<file path="config.mk">
export PLATFORM = sky130hd
export DESIGN_NAME = wr_protect_unit
export DESIGN_NICKNAME = d
export VERILOG_FILES = /design/src/rtl/wpu_pkg.sv /design/src/rtl/wpu_range_cmp.sv /design/src/rtl/wpu_wen_latch.sv /design/src/rtl/wpu_state.sv /design/src/rtl/wr_protect_unit.sv
export SDC_FILE = /design/constraint.sdc
export NUM_CORES = 1
export LEC_CHECK = 0
export ABC_AREA = 1
export BUFFER_PORTS_ARGS = -buffer_cell sky130_fd_sc_hd__buf_2
export CELL_PAD_IN_SITES_DETAIL_PLACEMENT = 1
export CELL_PAD_IN_SITES_GLOBAL_PLACEMENT = 2
export CORE_ASPECT_RATIO = 1.5
export CORE_MARGIN = 8
export CORE_UTILIZATION = 15
export CTS_CLUSTER_DIAMETER = 150
export DETAILED_ROUTE_END_ITERATION = 16
export PLACE_DENSITY_LB_ADDON = 0.1
export SYNTH_ARGS = -nofsm -noshare
export SYNTH_HDL_FRONTEND = slang
export SYNTH_SLANG_ARGS = --single-unit
</file>
<file path="constraint.sdc">
create_clock -name clk -period 1.5 [get_ports clk]
set_clock_uncertainty 0.2 [all_clocks]
set_input_delay 0.15 -clock clk [delete_from_list [all_inputs] [get_ports clk]]
set_output_delay 0.15 -clock clk [all_outputs]
set_load 0.1 [all_outputs]
</file>
<file path="src/rtl/wpu_pkg.sv">
package wpu_pkg;
  localparam int STAT_W = 8;

  typedef enum logic [1:0] {
    LVL_NONE    = 2'b00,
    LVL_QUARTER = 2'b01,
    LVL_HALF    = 2'b10,
    LVL_ALL     = 2'b11
  } prot_lvl_e;
endpackage

</file>
<file path="src/rtl/wpu_range_cmp.sv">
module wpu_range_cmp
  import wpu_pkg::*;
#(
  parameter int ADDR_W = 9
) (
  input  prot_lvl_e         lvl,
  input  logic [ADDR_W-1:0] addr,
  output logic              hit
);
  localparam int TOP = ADDR_W - 1;

  logic top_quarter;
  logic top_half;

  generate
    if (ADDR_W >= 2) begin : g_wide
      assign top_quarter = addr[TOP] & addr[TOP-1];
    end else begin : g_narrow
      assign top_quarter = addr[TOP];
    end
  endgenerate
  assign top_half = addr[TOP];

  always_comb begin
    unique case (lvl)
      LVL_NONE:    hit = 1'b0;
      LVL_QUARTER: hit = top_quarter;
      LVL_HALF:    hit = top_half;
      default:     hit = 1'b1;
    endcase
  end
endmodule

</file>
<file path="src/rtl/wpu_wen_latch.sv">
module wpu_wen_latch (
  input  logic clk,
  input  logic rst,
  input  logic wp_level,
  input  logic busy,
  input  logic set_req,
  input  logic clr_req,
  input  logic cycle_end,
  output logic wen
);
  logic wen_q;

  always_ff @(posedge clk) begin
    if (rst)                wen_q <= 1'b0;
    else if (!wp_level)     wen_q <= 1'b0;
    else if (cycle_end)     wen_q <= 1'b0;
    else if (busy)          wen_q <= wen_q;
    else if (clr_req)       wen_q <= 1'b0;
    else if (set_req)       wen_q <= 1'b1;
  end

  assign wen = wen_q;


  wp_low_clears_chk: assert property (@(posedge clk) disable iff (rst)
    !wp_level |=> !wen_q);

  end_clears_chk: assert property (@(posedge clk) disable iff (rst)
    cycle_end |=> !wen_q);

  busy_holds_set_chk: assert property (@(posedge clk) disable iff (rst)
    (busy && !cycle_end && !wen_q) |=> !wen_q);
endmodule

</file>
<file path="src/rtl/wpu_state.sv">
module wpu_state
  import wpu_pkg::*;
(
  input  logic      clk,
  input  logic      rst,
  input  logic      accept_data,
  input  logic      accept_sr,
  input  logic [1:0] sr_lvl,
  input  logic      done,
  output logic      busy,
  output prot_lvl_e lvl
);
  logic       busy_q;
  logic       sr_pend_q;
  logic [1:0] pend_lvl_q;
  logic [1:0] lvl_q;
  logic       cycle_end;

  assign cycle_end = done & busy_q;

  always_ff @(posedge clk) begin
    if (rst) begin
      busy_q     <= 1'b0;
      sr_pend_q  <= 1'b0;
      pend_lvl_q <= 2'b00;
      lvl_q      <= 2'b00;
    end else if (cycle_end) begin
      busy_q    <= 1'b0;
      sr_pend_q <= 1'b0;
      if (sr_pend_q) lvl_q <= pend_lvl_q;
    end else if (!busy_q && (accept_data || accept_sr)) begin
      busy_q     <= 1'b1;
      sr_pend_q  <= accept_sr;
      pend_lvl_q <= sr_lvl;
    end
  end

  assign busy = busy_q;
  assign lvl  = prot_lvl_e'(lvl_q);


  lvl_only_at_end_chk: assert property (@(posedge clk) disable iff (rst)
    !cycle_end |=> $stable(lvl_q));

  busy_clear_chk: assert property (@(posedge clk) disable iff (rst)
    cycle_end |=> !busy_q);

  busy_hold_chk: assert property (@(posedge clk) disable iff (rst)
    (busy_q && !done) |=> busy_q);
endmodule

</file>
<file path="src/rtl/wr_protect_unit.sv">
module wr_protect_unit
  import wpu_pkg::*;
#(
  parameter int ADDR_W = 9
) (
  input  logic              clk,
  input  logic              rst,
  input  logic              wp_level,
  input  logic              cmd_wren,
  input  logic              cmd_wrdi,
  input  logic              cmd_wrsr,
  input  logic              cmd_wrdata,
  input  logic              cmd_done,
  input  logic [STAT_W-1:0] sr_data,
  input  logic [ADDR_W-1:0] wr_addr,
  output logic [STAT_W-1:0] status_o,
  output logic              write_ok_o,
  output logic [1:0]        prot_o
);
  localparam int PAD_W = STAT_W - 4;

  logic      wen;
  logic      busy;
  logic      hit;
  prot_lvl_e lvl;
  logic      may_program;
  logic      accept_data;
  logic      accept_sr;
  logic      ok_q;
  logic      unused_sr_bits;

  assign unused_sr_bits = ^{sr_data[STAT_W-1:4], sr_data[1:0]};

  wpu_range_cmp #(.ADDR_W(ADDR_W)) u_range (
    .lvl  (lvl),
    .addr (wr_addr),
    .hit  (hit)
  );

  assign may_program = wp_level & wen & ~busy;
  assign accept_data = cmd_wrdata & may_program & ~hit;
  assign accept_sr   = cmd_wrsr & may_program;

  wpu_wen_latch u_latch (
    .clk       (clk),
    .rst       (rst),
    .wp_level  (wp_level),
    .busy      (busy),
    .set_req   (cmd_wren),
    .clr_req   (cmd_wrdi),
    .cycle_end (cmd_done & busy),
    .wen       (wen)
  );

  wpu_state u_state (
    .clk         (clk),
    .rst         (rst),
    .accept_data (accept_data),
    .accept_sr   (accept_sr),
    .sr_lvl      (sr_data[3:2]),
    .done        (cmd_done),
    .busy        (busy),
    .lvl         (lvl)
  );

  always_ff @(posedge clk) begin
    if (rst) ok_q <= 1'b0;
    else     ok_q <= accept_data;
  end

  assign write_ok_o = ok_q;
  assign prot_o     = lvl;
  assign status_o   = busy ? {STAT_W{1'b1}} : {{PAD_W{1'b0}}, lvl, wen, 1'b0};


  ok_needs_wp_chk: assert property (@(posedge clk) disable iff (rst)
    write_ok_o |-> $past(wp_level && cmd_wrdata));

  ok_sets_busy_chk: assert property (@(posedge clk) disable iff (rst)
    write_ok_o |-> busy);

  ok_single_chk: assert property (@(posedge clk) disable iff (rst)
    write_ok_o |=> !write_ok_o);

  ok_outside_chk: assert property (@(posedge clk) disable iff (rst)
    write_ok_o |-> $past(!hit));
endmodule

</file>
Word level (Yosys, flattened, before mapping). Cells that the tools add are included.

Bits of input ports: 25. Word-level logic and storage cells: 33. Output and inout bits: 11. Bits in registers: 8.

Multiplexer cells: 4. Bitwise logic cells: 11. Eq/ne operators: 2. Reduce and logical (&&, ||, !) cells: 10.

Operators by type and width (count): two-way mux 8 bit (1); AND 1 bit (7); AND reduction 2 bit (3); NOT 1 bit (4); case mux 1 bit (3 select lines) (1); OR reduction 3 bit (1); equality test 2 x 1 -> 1 bit (second input constant) (1); equality test 2 bit (second input constant) (1); logical NOT 2 bit (1); two-way mux 1 bit (2); nonzero test 2 bit (1); OR reduction 2 bit (1); logical AND 1 bit (1); logical NOT 1 bit (1); logical OR 1 bit (1).

Longest topological paths before layout.
Depth after elaboration: 7. Depth in mapped cells: 7. Mapped depth without buffers: 7.

By module. From an unflattened synthesis, not the netlist that was laid out.

Cells, all modules: 71. Area, all modules: 451.7 µm².

Modules (own cells, without submodules): wpu_state (cells each 40, instances 1, area an instance 262.8 µm², seq. area each 120.1 µm²); wr_protect_unit (cells each 19, instances 1, area an instance 120.1 µm², seq. area each 20.0 µm²); wpu_wen_latch (cells each 9, instances 1, area an instance 55.1 µm², seq. area each 20.0 µm²); wpu_range_cmp (cells each 3, instances 1, area an instance 13.8 µm², seq. area each 0.0 µm²).

Worst setup path after synthesis. Ideal clock, no wire load.

Path type: register to output. Start point: register u_state.lvl_q[1], in the netlist u_state.lvl[1]. End point: output port status_o[3]. Cell stages (with the launch flop): 3. Data required time: 1.150 ns. Path buffers: 0. Arrival time: 1.802 ns. Slack: -0.652 ns. Path through: dfxtp_1 -> inv_1 -> nand2_1.

Cells in the longest elaborated chain, start to end: 1.

RTL lines: start: declaration (RTL line wpu_state.sv:16) `logic [1:0] lvl_q;`; start signal: assignment (RTL line wpu_state.sv:30) `if (sr_pend_q) lvl_q <= pend_lvl_q;`; two-way mux 8 bit (RTL line wr_protect_unit.sv:73) `assign status_o = busy ? {STAT_W{1'b1}} : {{PAD_W{1'b0}}, lvl, wen, 1'b0};`; end: declaration (RTL line wr_protect_unit.sv:16) `output logic [STAT_W-1:0] status_o,`.

Every way passes these cells.

Worst setup path after layout.
Start point: register u_state.busy_q, in the netlist u_state.busy. End point: output port status_o[3].

Cells in the longest elaborated chain, start to end: 1.

RTL lines: start: declaration (RTL line wpu_state.sv:13) `logic busy_q;`; start signal: assignment (RTL line wpu_state.sv:23) `busy_q <= 1'b0;`; start signal: assignment (RTL line wpu_state.sv:28) `busy_q <= 1'b0;`; start signal: assignment (RTL line wpu_state.sv:32) `busy_q <= 1'b1;`; two-way mux 8 bit (RTL line wr_protect_unit.sv:73).

Every way passes these cells.

==> out/metrics.yaml <==
outcome:
  outcome: "completed"
die:
  die_w_um: 57.86
  dieHeight_um: 78.78
  initial_core_util: 0.1522
  coreArea_um2: 2590
  dieArea_um2: 4558
  row_count: 23
  io_pins: 36
place:
  dp_slack_ns: 0.1695
  dpl.hpwl_um: 1023
  portBuffers: 22
  place_congestion: 0.6797
  dpl_cell_area_um2: 648.1
cells_and_area:
  antenna_cells: 0
  utilization: 0.2874
  final_common_cell: "buf_2"
  final_area_um2: 744.5
  mostFrequentLayoutCells: "buf_2, nand2_1, buf_12"
  layout.nets: 110
  area_growth_pct: 88.89
  drive_gt1_frac: 0.4405
global_routing:
  first_global_vias: 458
  grt_pass1_wl_um: 1973
  grt.overflow.total: 0
  antenna_found_initial: 0
  grt_max_degree: 8
  track_usage: 0.05695
logic_synthesis:
  synth.distinct_cells: 15
  seq_area_frac_synth: 0.4063
  yosysTopAreaCell: "dfxtp_1"
  synth_area_leaders: "dfxtp_1, nand2_1, buf_4, a21oi_1, inv_1"
  syn_nets: 81
  avgSynthCellArea_um2: 7.038
  synth_warnings: 0
  synth_top_area_share: 0.4063
  synth_seq_cells: 8
  synthCells: 56
  syn_area_um2: 394.1
clocking:
  postCtsSetupRepairBufs: 0
  clock_path_buffers: 2
  cts-buffers-inserted: 3
  root_buffer: "clkbuf_8"
  cts.sinks: 8
  path_clk_slew_ns: 0.04
  htree_levels: 1
  insertion_delay_ns: 0.23
  cts_tree: "built"
worst_setup_path:
  crit_path_end_kind: "output port"
  cp_cell_sequence: "inv_2, buf_4, nand2_2, buf_12"
  critPathArrivalTime_ns: 1.07
  crit_path_start_kind: "flop"
  cp.required_ns: 1.15
  cp_max_fo: 6
  criticalPathCategory: "reg -> out"
  slowest_stage: "dfxtp_2"
  slowest_delay_ns: 0.37
detailed_routing:
  drt-vias-per-instance: 4.156
  route.detailed.wl_per_inst_um: 11.07
  first_pass_iters: 2
  routed_wl_um: 1207
  via_count: 453
  first_iter_violations: 4
  ant_nets: 0
  drc: 0
sta:
  fmax_mhz: 704.4
  period_share: 0.9465
  layout_setup_ws_ns: 0.08027
  hold_viol_final: 0
  setup_viol: 0
  max_slew_margin: 0.6763
  finalSetupTns_ns: 0
  fin_crit_ns: 1.420
  timing.hold.ws_ns: 0.04421
  worstMarginPinSlew_ns: 0.4890
  drv_slew: 0
  rsz0062_at_grt: "no"
hold_path:
  min_path_type: "in -> reg"
power_and_ir_drop:
  power_leakage_nw: 0.3574
  peakVddDrop_v: 0.0004175
  pwr_density_cell_nw_per_um2: 832.6
job:
  drv_cap: 0
-- synthesized netlist by cell type (all sizes together) --
master	number
nand2	15
dfxtp	8
inv	8
a21oi	6
buf	5
nand3	5
nor2	4
o21ai	2
a211oi	1
nand4	1
or2	1
-- worst paths after layout --
path                                   startpoint                     to  slack, ns  depth (start not counted)
worst min-delay path                     cmd_done      u_state.sr_pend_q       0.04                          4
worst min register to register  u_state.sr_pend_q      u_state.sr_pend_q       0.27                          2
worst max register to register       u_state.busy  u_state.pend_lvl_q[1]       0.24                          4
worst max-delay path                 u_state.busy            status_o[3]       0.08                          4
-- report_power, final --
group | internal [W] | total, W | leakage [nW] | switching, W
combinational | 0.0000549 | 0.000135 | 0.268 | 0.0000803
clock | 0.000184 | 0.000266 | 0.0228 | 0.0000818
sequential | 0.000216 | 0.000219 | 0.0665 | 0.00000306
total | 0.000455 | 0.000620 | 0.357 | 0.000165
-- worst max-delay path: cells and delay by family (launching register included) --
family / cells / cell delay, ns
buffers and inverters: 3 / 0.40
DFF: 1 / 0.37
and+or+nand+nor: 1 / 0.08
-- flip-flops by register name (all words and copies together), names as in the netlist --
register            cells
u_state.pend_lvl_q      2
u_state.busy            1
u_latch.wen             1
write_ok_o              1
u_state.sr_pend_q       1
u_state.lvl             2
-- cell type report --
type / count / area (um2)
Clock buffer: 4 / 45.04
Multi-Input combinational cell: 35 / 176.4
Tap cell: 25 / 31.28
Fill cell: 319 / 1846
Sequential cell: 8 / 166.4
Timing Repair Buffer: 29 / 295.3
Inverter: 8 / 30.03
-- repair_timing --
action,in CTS,in global routing
resized for setup,1,0
endpoints found under the hold margin,4,0
setup endpoints to repair,1,0
hold buffers,5,0
-- cell families after synthesis --
group | Yosys count | share of synthesized area
compound gates | 9 | 0.1206
buf+inv | 13 | 0.1714
flops | 8 | 0.4063
simple gates | 26 | 0.3016
-- through the flow --
step           instances  total power, W
6_report             109       0.0006198
5_1_grt              109       0.0006597
4_1_cts              109       0.0006311
3_5_place_dp         100       0.0003496
3_3_place_gp         100       0.0003491
2_1_floorplan         56       0.0002988
-- layer usage --
metal / global-route usage / vias up / wire length (um)
met4: 0.04433 / 0 / 18
li1: - / 230 / -
met2: 0.09081 / 19 / 560
met5: 0 / - / 0
met1: 0.04944 / 202 / 479
met3: 0.03716 / 2 / 149
Note: power is estimated with default switching activity, not from simulation.
